### src/rtl/mc_pkg.sv
`timescale 1ns/1ps
package mc_pkg;
  localparam int unsigned MC_LINES  = 36;
  localparam int unsigned MC_TERMS  = 5;
  localparam int unsigned MC_SHARED = 15;

  // A literal passes unless its selected form disagrees with the line level
  function automatic logic literal_ok(input logic v, input logic use_t, input logic use_c);
    return (~use_t | v) & (~use_c | ~v);
  endfunction
endpackage

### src/rtl/mc_and_plane.sv
`timescale 1ns/1ps
module mc_and_plane
  import mc_pkg::*;
#(
  parameter int unsigned N_LINES  = MC_LINES,
  parameter int unsigned N_TERMS  = MC_TERMS,
  parameter int unsigned N_SHARED = MC_SHARED
) (
  input  logic [N_LINES-1:0]          ic_lines,
  input  logic [N_SHARED-1:0]         shx_in,
  input  logic [N_TERMS*N_LINES-1:0]  cfg_lit_true,
  input  logic [N_TERMS*N_LINES-1:0]  cfg_lit_comp,
  input  logic [N_TERMS*N_SHARED-1:0] cfg_shx_sel,
  output logic [N_TERMS-1:0]          terms_o
);
  for (genvar t = 0; t < N_TERMS; t++) begin : g_term
    logic prod;
    always_comb begin
      prod = 1'b1;
      for (int i = 0; i < N_LINES; i++) begin
        prod = prod & literal_ok(ic_lines[i], cfg_lit_true[t*N_LINES+i],
                                 cfg_lit_comp[t*N_LINES+i]);
      end
      for (int j = 0; j < N_SHARED; j++) begin
        prod = prod & (~cfg_shx_sel[t*N_SHARED+j] | shx_in[j]);
      end
    end
    assign terms_o[t] = prod;
  end
endmodule

### src/rtl/mc_sum.sv
`timescale 1ns/1ps
module mc_sum #(
  parameter int unsigned N_TERMS = 5
) (
  input  logic               clk,
  input  logic               rst_n,
  input  logic [N_TERMS-1:0] terms_i,
  input  logic [N_TERMS-1:0] cfg_term_en,
  input  logic [N_TERMS-1:0] cfg_lend,
  input  logic               cfg_par_use,
  input  logic               cfg_par_fwd,
  input  logic               par_in,
  output logic               sum_o,
  output logic               par_out
);
  logic [N_TERMS-1:0] own_terms;
  logic [N_TERMS-1:0] lent_terms;

  assign own_terms  = terms_i & cfg_term_en & ~cfg_lend;
  assign lent_terms = terms_i & cfg_lend;
  assign sum_o      = (|own_terms) | (par_in & cfg_par_use);
  assign par_out    = (|lent_terms) | (par_in & cfg_par_fwd);

  // with every term lent and no borrowing, nothing can raise the own sum
  a_r6_lent_removed: assert property (@(posedge clk) disable iff (!rst_n)
    (&cfg_lend && !cfg_par_use) |-> !sum_o);
  // a borrowed active expander always reaches the sum
  a_r5_borrow_reaches: assert property (@(posedge clk) disable iff (!rst_n)
    (cfg_par_use && par_in) |-> sum_o);
  // forwarding passes the incoming chain on
  a_r6_forward: assert property (@(posedge clk) disable iff (!rst_n)
    (cfg_par_fwd && par_in) |-> par_out);
endmodule

### src/rtl/mc_output.sv
`timescale 1ns/1ps
module mc_output (
  input  logic clk,
  input  logic rst_n,
  input  logic sum_i,
  input  logic cfg_invert,
  input  logic cfg_registered,
  input  logic cfg_pin_input,
  input  logic ff_ena,
  input  logic ff_srst,
  input  logic pin_in,
  output logic pin_out,
  output logic pin_oe,
  output logic fb_out
);
  logic pol;
  logic q_r;
  logic q_d;

  assign pol = sum_i ^ cfg_invert;

  always_comb begin
    q_d = q_r;
    if (ff_srst)     q_d = 1'b0;
    else if (ff_ena) q_d = pol;
  end

  always_ff @(posedge clk or negedge rst_n) begin
    if (!rst_n) q_r <= 1'b0;
    else        q_r <= q_d;
  end

  assign pin_out = cfg_registered ? q_r : pol;
  assign pin_oe  = ~cfg_pin_input;
  assign fb_out  = cfg_pin_input ? pin_in : pin_out;

  a_r9_hold: assert property (@(posedge clk) disable iff (!rst_n)
    (!ff_ena && !ff_srst) |=> (q_r == $past(q_r)));
  a_r9_capture: assert property (@(posedge clk) disable iff (!rst_n)
    (ff_ena && !ff_srst) |=> (q_r == $past(sum_i ^ cfg_invert)));
  a_r10_clear: assert property (@(posedge clk) disable iff (!rst_n)
    ff_srst |=> !q_r);
endmodule

### src/rtl/pterm_macrocell.sv
`timescale 1ns/1ps
module pterm_macrocell
  import mc_pkg::*;
#(
  parameter int unsigned N_LINES  = MC_LINES,
  parameter int unsigned N_TERMS  = MC_TERMS,
  parameter int unsigned N_SHARED = MC_SHARED,
  localparam int unsigned LIT_W   = N_TERMS * N_LINES,
  localparam int unsigned SHX_W   = N_TERMS * N_SHARED
) (
  input  logic                clk,
  input  logic                rst_n,
  input  logic [N_LINES-1:0]  ic_lines,
  input  logic [N_SHARED-1:0] shx_in,
  input  logic                par_in,
  input  logic [LIT_W-1:0]    cfg_lit_true,
  input  logic [LIT_W-1:0]    cfg_lit_comp,
  input  logic [SHX_W-1:0]    cfg_shx_sel,
  input  logic [N_TERMS-1:0]  cfg_term_en,
  input  logic [N_TERMS-1:0]  cfg_lend,
  input  logic                cfg_par_use,
  input  logic                cfg_par_fwd,
  input  logic                cfg_invert,
  input  logic                cfg_registered,
  input  logic                cfg_pin_input,
  input  logic                ff_ena,
  input  logic                ff_srst,
  input  logic                pin_in,
  output logic                pin_out,
  output logic                pin_oe,
  output logic                fb_out,
  output logic                shx_out,
  output logic                par_out
);
  logic [N_TERMS-1:0] terms;
  logic               sum;

  mc_and_plane #(.N_LINES(N_LINES), .N_TERMS(N_TERMS), .N_SHARED(N_SHARED)) u_plane (
    .ic_lines    (ic_lines),
    .shx_in      (shx_in),
    .cfg_lit_true(cfg_lit_true),
    .cfg_lit_comp(cfg_lit_comp),
    .cfg_shx_sel (cfg_shx_sel),
    .terms_o     (terms)
  );

  // The last term doubles as the exported shared expander
  assign shx_out = ~terms[N_TERMS-1];

  mc_sum #(.N_TERMS(N_TERMS)) u_sum (
    .clk        (clk),
    .rst_n      (rst_n),
    .terms_i    (terms),
    .cfg_term_en(cfg_term_en),
    .cfg_lend   (cfg_lend),
    .cfg_par_use(cfg_par_use),
    .cfg_par_fwd(cfg_par_fwd),
    .par_in     (par_in),
    .sum_o      (sum),
    .par_out    (par_out)
  );

  mc_output u_out (
    .clk           (clk),
    .rst_n         (rst_n),
    .sum_i         (sum),
    .cfg_invert    (cfg_invert),
    .cfg_registered(cfg_registered),
    .cfg_pin_input (cfg_pin_input),
    .ff_ena        (ff_ena),
    .ff_srst       (ff_srst),
    .pin_in        (pin_in),
    .pin_out       (pin_out),
    .pin_oe        (pin_oe),
    .fb_out        (fb_out)
  );

  // an input-configured pad never drives
  a_r11_no_drive: assert property (@(posedge clk) disable iff (!rst_n)
    cfg_pin_input |-> !pin_oe);
endmodule

### config.mk
export PLATFORM = sky130hd
export DESIGN_NAME = pterm_macrocell
export DESIGN_NICKNAME = d
export VERILOG_FILES = /design/src/rtl/mc_pkg.sv /design/src/rtl/mc_and_plane.sv /design/src/rtl/mc_sum.sv /design/src/rtl/mc_output.sv /design/src/rtl/pterm_macrocell.sv
export SDC_FILE = /design/constraint.sdc
export NUM_CORES = 1
export LEC_CHECK = 0
export BUFFER_PORTS_ARGS = -buffer_cell sky130_fd_sc_hd__clkbuf_2
export CAP_MARGIN = 20
export CORE_AREA = 2 2 197 199
export CTS_CLUSTER_DIAMETER = 50
export DETAILED_ROUTE_END_ITERATION = 10
export DIE_AREA = 0 0 199 201
export PLACE_DENSITY = 0.32
export SKIP_CTS_REPAIR_TIMING = 1
export SYNTH_ARGS = -nofsm -noshare
export SYNTH_HDL_FRONTEND = slang
export SYNTH_SLANG_ARGS = --single-unit
### constraint.sdc
create_clock -name clk -period 4.6 [get_ports clk]
set_clock_uncertainty 0.2 [all_clocks]
set_input_delay 0.69 -clock clk [delete_from_list [all_inputs] [get_ports clk]]
set_output_delay 0.69 -clock clk [all_outputs]
set_load 0.02 [all_outputs]
### Yosys cells after proc, flatten, opt, wreduce, memory -nomap -nowiden

Index checks and enable logic that the tools add are counted.

| word-level totals | value |
|---|---|
| flip-flop bits (word level) | 1 |
| bits of input ports | 507 |
| output and inout port bits | 5 |

| cells by class | value |
|---|---|
| mux-type cells | 4 |
| bitwise operators | 1,347 |
| reduce and logical (&&, ||, !) cells | 3 |

Operators by type and width:

| kind | number |
|---|---|
| 1-bit NOT | 473 |
| 1-bit OR | 437 |
| 1-bit AND | 432 |
| 5-bit AND | 3 |
| 5-bit OR reduction | 2 |
| 5-bit NOT | 1 |
| 1-bit two-way mux | 4 |
| 2-bit nonzero test | 1 |
| 1-bit bitwise XOR | 1 |

### Longest topological paths before layout

| logic depth | value |
|---|---|
| word-level depth | 60 |
| depth in mapped cells | 9 |
| gate-level depth less buffers | 8 |

### Cells and area by module

From an unflattened synthesis, not the netlist that was laid out.

| second synthesis, totals | value |
|---|---|
| cell total of the unflattened synthesis | 387 |
| area, all modules | 3,039.2 um^2 |

By module, submodules not included:

| module | cells an instance | instances | seq. area each (um^2) | area an instance (um^2) |
|---|---|---|---|---|
| mc_and_plane | 365 | 1 | 0.0 | 2,880.3 |
| mc_output | 7 | 1 | 25.0 | 81.3 |
| mc_sum | 14 | 1 | 0.0 | 73.8 |
| pterm_macrocell | 1 | 1 | 0.0 | 3.8 |

### Worst setup path after synthesis

Ideal clock, no wire load.

| path | value |
|---|---|
| path kind | input to output |
| from | input ic_lines[4] |
| to | output pin_out |
| path buffers | 1 |
| cell stages on the path | 9 |
| slack | 0.820 ns |
| required time | 3.710 ns |
| arrival time | 2.890 ns |
| cell sequence | buf_6 -> a22o_1 -> a221oi_2 -> o2111ai_1 -> or4_1 -> nor4_2 -> a32oi_1 -> and2_4 -> a221oi_2 |

| on the way | value |
|---|---|
| cells in the longest elaborated chain, start to end | 56 |
| elaborated cells between the ends (all ways) | 257 |

Ends and longest elaborated chain:

| element | line | source |
|---|---|---|
| start, declared | pterm_macrocell.sv:13 | `input logic [N_LINES-1:0] ic_lines,` |
| 1-bit NOT | mc_pkg.sv:9 | `return (~use_t \| v) & (~use_c \| ~v);` |
| 1-bit OR | mc_pkg.sv:9 |  |
| 1-bit AND | mc_pkg.sv:9 |  |
| 1-bit AND (32 in a row) | mc_and_plane.sv:21 | `prod = prod & literal_ok(ic_lines[i], cfg_lit_true[t*N_LINES+i],` |
| 1-bit AND (15 in a row) | mc_and_plane.sv:25 | `prod = prod & (~cfg_shx_sel[t*N_SHARED+j] \| shx_in[j]);` |
| 5-bit AND (*) (2 in a row) | mc_sum.sv:19 | `assign own_terms = terms_i & cfg_term_en & ~cfg_lend;` |
| 5-bit OR reduction (*) | mc_sum.sv:21 | `assign sum_o = (\|own_terms) \| (par_in & cfg_par_use);` |
| 1-bit OR (*) | mc_sum.sv:21 |  |
| 1-bit bitwise XOR (*) | mc_output.sv:20 | `assign pol = sum_i ^ cfg_invert;` |
| 1-bit two-way mux (*) | mc_output.sv:33 | `assign pin_out = cfg_registered ? q_r : pol;` |
| end, declared | pterm_macrocell.sv:29 | `output logic pin_out,` |

Every way passes the cells marked *; elsewhere a longest branch is shown, timed or not.

### Worst setup path after layout

| path | value |
|---|---|
| from | input ic_lines[22] |
| to | output fb_out |

| on the way | value |
|---|---|
| cells in the longest elaborated chain, start to end | 39 |
| elaborated cells between the ends (all ways) | 168 |

Ends and longest elaborated chain:

| element | line | source |
|---|---|---|
| 1-bit NOT | mc_pkg.sv:9 |  |
| 1-bit OR | mc_pkg.sv:9 |  |
| 1-bit AND | mc_pkg.sv:9 |  |
| 1-bit AND (14 in a row) | mc_and_plane.sv:21 |  |
| 1-bit AND (15 in a row) | mc_and_plane.sv:25 |  |
| 5-bit AND (*) (2 in a row) | mc_sum.sv:19 |  |
| 5-bit OR reduction (*) | mc_sum.sv:21 |  |
| 1-bit OR (*) | mc_sum.sv:21 |  |
| 1-bit bitwise XOR (*) | mc_output.sv:20 |  |
| 1-bit two-way mux (*) | mc_output.sv:33 |  |
| 1-bit two-way mux (*) | mc_output.sv:35 | `assign fb_out = cfg_pin_input ? pin_in : pin_out;` |
| end, declared | pterm_macrocell.sv:31 | `output logic fb_out,` |

Marked as above.

==> out/results.ini <==
[sta]
period_needed_ns=4.39
timing.final.ws_setup_ns=0.207
final.period_utilization_pct=95.5
fin_worst_hold_slack_ns=0.266
max_slew_violation_count=0
hold_violations=0
rsz0062_at_grt=no
finalSetupTns_ns=0
fmaxAchievable_mhz=228
worst_tran_pin_value_ns=0.799
final-setup-viol-count=0
maxSlewHeadroom_pct=46.3

[run_status]
run_status=completed

[placement]
final_hpwl_from_detailed_placement_mm=39.5
gp_routability_congestion=0.902
dp_worst_setup_slack_ns=-0.0597
io_buffers=511

[layout]
post_route_cells_drive_above_1_share_pct=57.2
registers.top_by_ff_count=u_out.q_r
largest_register_ffs=1
area_growth_syn_to_layout_pct=104
reg_top3=u_out.q_r x1
finish.net_count=1528
n_fill_cell=4550

[routing]
drt_first_iter_violations=177
antenna_left=0
finalWirelength_mm=42.5
drc_errors=0
routed_via_density=3.99
avgRoutedWirePerCell_um=27.6
drt_first_pass_iters=5
detailroute.via_count=6141

[yosys]
synth_area_mm2=0.00336
synthTopCellsByArea=mux2i_1 21%, nor2b_1 10%, nand2b_1 7.4%, inv_1 6.5%, o2111ai_1 5.5%
number_of_warnings_printed_during_yosys_synthesis=0
synth_seq_cells=1
synthTopCellsByCount=72 x mux2i_1, 58 x inv_1, 56 x nor2b_1
synth.most_common_cell=mux2i_1
syn-num-nets=997
cell_variety_after_synth=48
asyncSetResetFlopFracSynth_pct=100
synthCells=490
synthesis.area_per_instance_um2=6.86
synth_top_cell_by_area=mux2i_1
postSynth.topFlopCell=dfrtp_1
synth_enable_flop_cells=0
fraction_of_the_yosys_area_taken_by_sequential_cells_pct=0.744
synth_largest_type_area_fraction_pct=21.4

[critical_path]
timing.reg2reg.worst_path_depth=2
end_kind=output port
reg2reg_from=u_out.q_r$_DFFE_PN0P_
worst_ep_required_time_ns=3.71
cp_data_arrival_time_ns=3.50
largest_fanout_on_the_critical_path=6
start_kind=input port
r2r_end=u_out.q_r$_DFFE_PN0P_
critical_path_class=in -> out
reg2reg_setup_slack_ns=3.73

[die]
floorplan.die.height_um=201
die_w_um=199
ios=512
die_area_mm2=0.0400
core_area_mm2=0.0381
site_rows=72
initial_core_util_pct=8.83

[run]
max-cap-violations=0

[power_and_ir_drop]
seq_power_share_pct=1.6
swShare_pct=50.8
power_leakage_nw=3.77
vdd.ir_drop.worst_uv=25.4
p_int_mw=0.299
power.share.clock_pct=0
power_density_mw_per_mm2=88.7
power.switching_mw=0.309
power_frac_comb_pct=98.4

[hold_path]
worstHoldPathType=in -> async

[cts]
worstSkewPairLatency_ns=0
clk_pin_slew_worst_paths_ns=0

[global_route]
grt_first_pass_wirelength_mm=54.5
first_global_vias=6704
grt_antenna_before_repair=4
gr-total-overflow=0
grt_max_degree=9
grtUsageTotal_pct=20.4

==> layout make-up <==
type / count / area (um^2) / share of cell area (%)
inverter: 58 / 218 / 3.18
sequential: 1 / 25.0 / 0.365
antenna: 1 / 2.50 / 0.0365
tap: 518 / 648 / 9.45
multi-input combinational: 395 / 2990 / 43.6
timing repair buffer: 565 / 2970 / 43.3
==> metal layers <==
layer  track usage [%]  part of all wire [%]
met1              23.9                    40
met2              38.9                    52
met3              3.36                   6.3
met4              2.72                   1.6
met5                 0                 0.049
==> power groups by stage <==
| stage | registers [mW] | logic [mW] | clock network [mW] |
|---|---|---|---|
| 2_1_floorplan | 0.00979 | 0.200 | 0 |
| 3_5_place_dp | 0.00988 | 0.608 | 0 |
| 5_1_grt | 0.00994 | 0.651 | 0 |
| 4_1_cts | 0.00988 | 0.611 | 0 |
| 6_report | 0.00985 | 0.598 | 0.0000000291 |
| 3_3_place_gp | 0.00983 | 0.609 | 0 |
==> worst max path at each step <==
| stage | start | to | slack (ns) | cells after the start |
|---|---|---|---|---|
| after global routing | ic_lines[6] | pin_out | 0.007 | 13 |
| after floorplan | ic_lines[4] | pin_out | 0.82 | 9 |
| after global placement | ic_lines[22] | pin_out | -0.22 | 10 |
| after detailed placement | ic_lines[16] | pin_out | -0.06 | 12 |
| after CTS | ic_lines[16] | pin_out | -0.08 | 12 |
| final | ic_lines[22] | fb_out | 0.21 | 12 |
==> per-stage QoR <==
step / total power [mW] / cells / util (%) / instance area (um^2)
final: 0.608 / 1538 / 18.0 / 6860
after global routing: 0.661 / 1537 / 18.0 / 6850
after CTS: 0.621 / 1537 / 17.8 / 6780
after detailed placement: 0.618 / 1537 / 17.8 / 6780
after global placement: 0.619 / 1537 / 17.8 / 6780
after floorplan: 0.210 / 490 / - / 3360
==> layout by cell type (no fill, tap or decap), types with 21 or more instances in the layout <==
cell / count
mux2i_1: 71
nand4_1: 27
nand2_1: 37
inv_1: 58
a22oi_1: 22
nand2b_1: 40
clkbuf_2: 510
buf_4: 53
nor2b_1: 56
o2111ai_1: 21
==> kinds of logic after synthesis <==
family | synth area share [%]
AND/OR/NAND/NOR | 36.9
flip-flops | 0.744
multiplexers | 22.8
AO/OA/AOI/OAI | 27.4
buffers and inverters | 12.1
==> worst max-delay path, stage by stage <==
cell       delay, ns
buf_2           0.21
a22o_1          0.28
a221oi_2        0.23
buf_4           0.18
o2111ai_1       0.10
or4_1           0.56
nor4_2          0.30
buf_4           0.17
a32oi_1         0.17
and2_4          0.20
a211oi_2        0.21
clkbuf_2        0.21
Note: power is estimated with default switching activity, not from simulation.
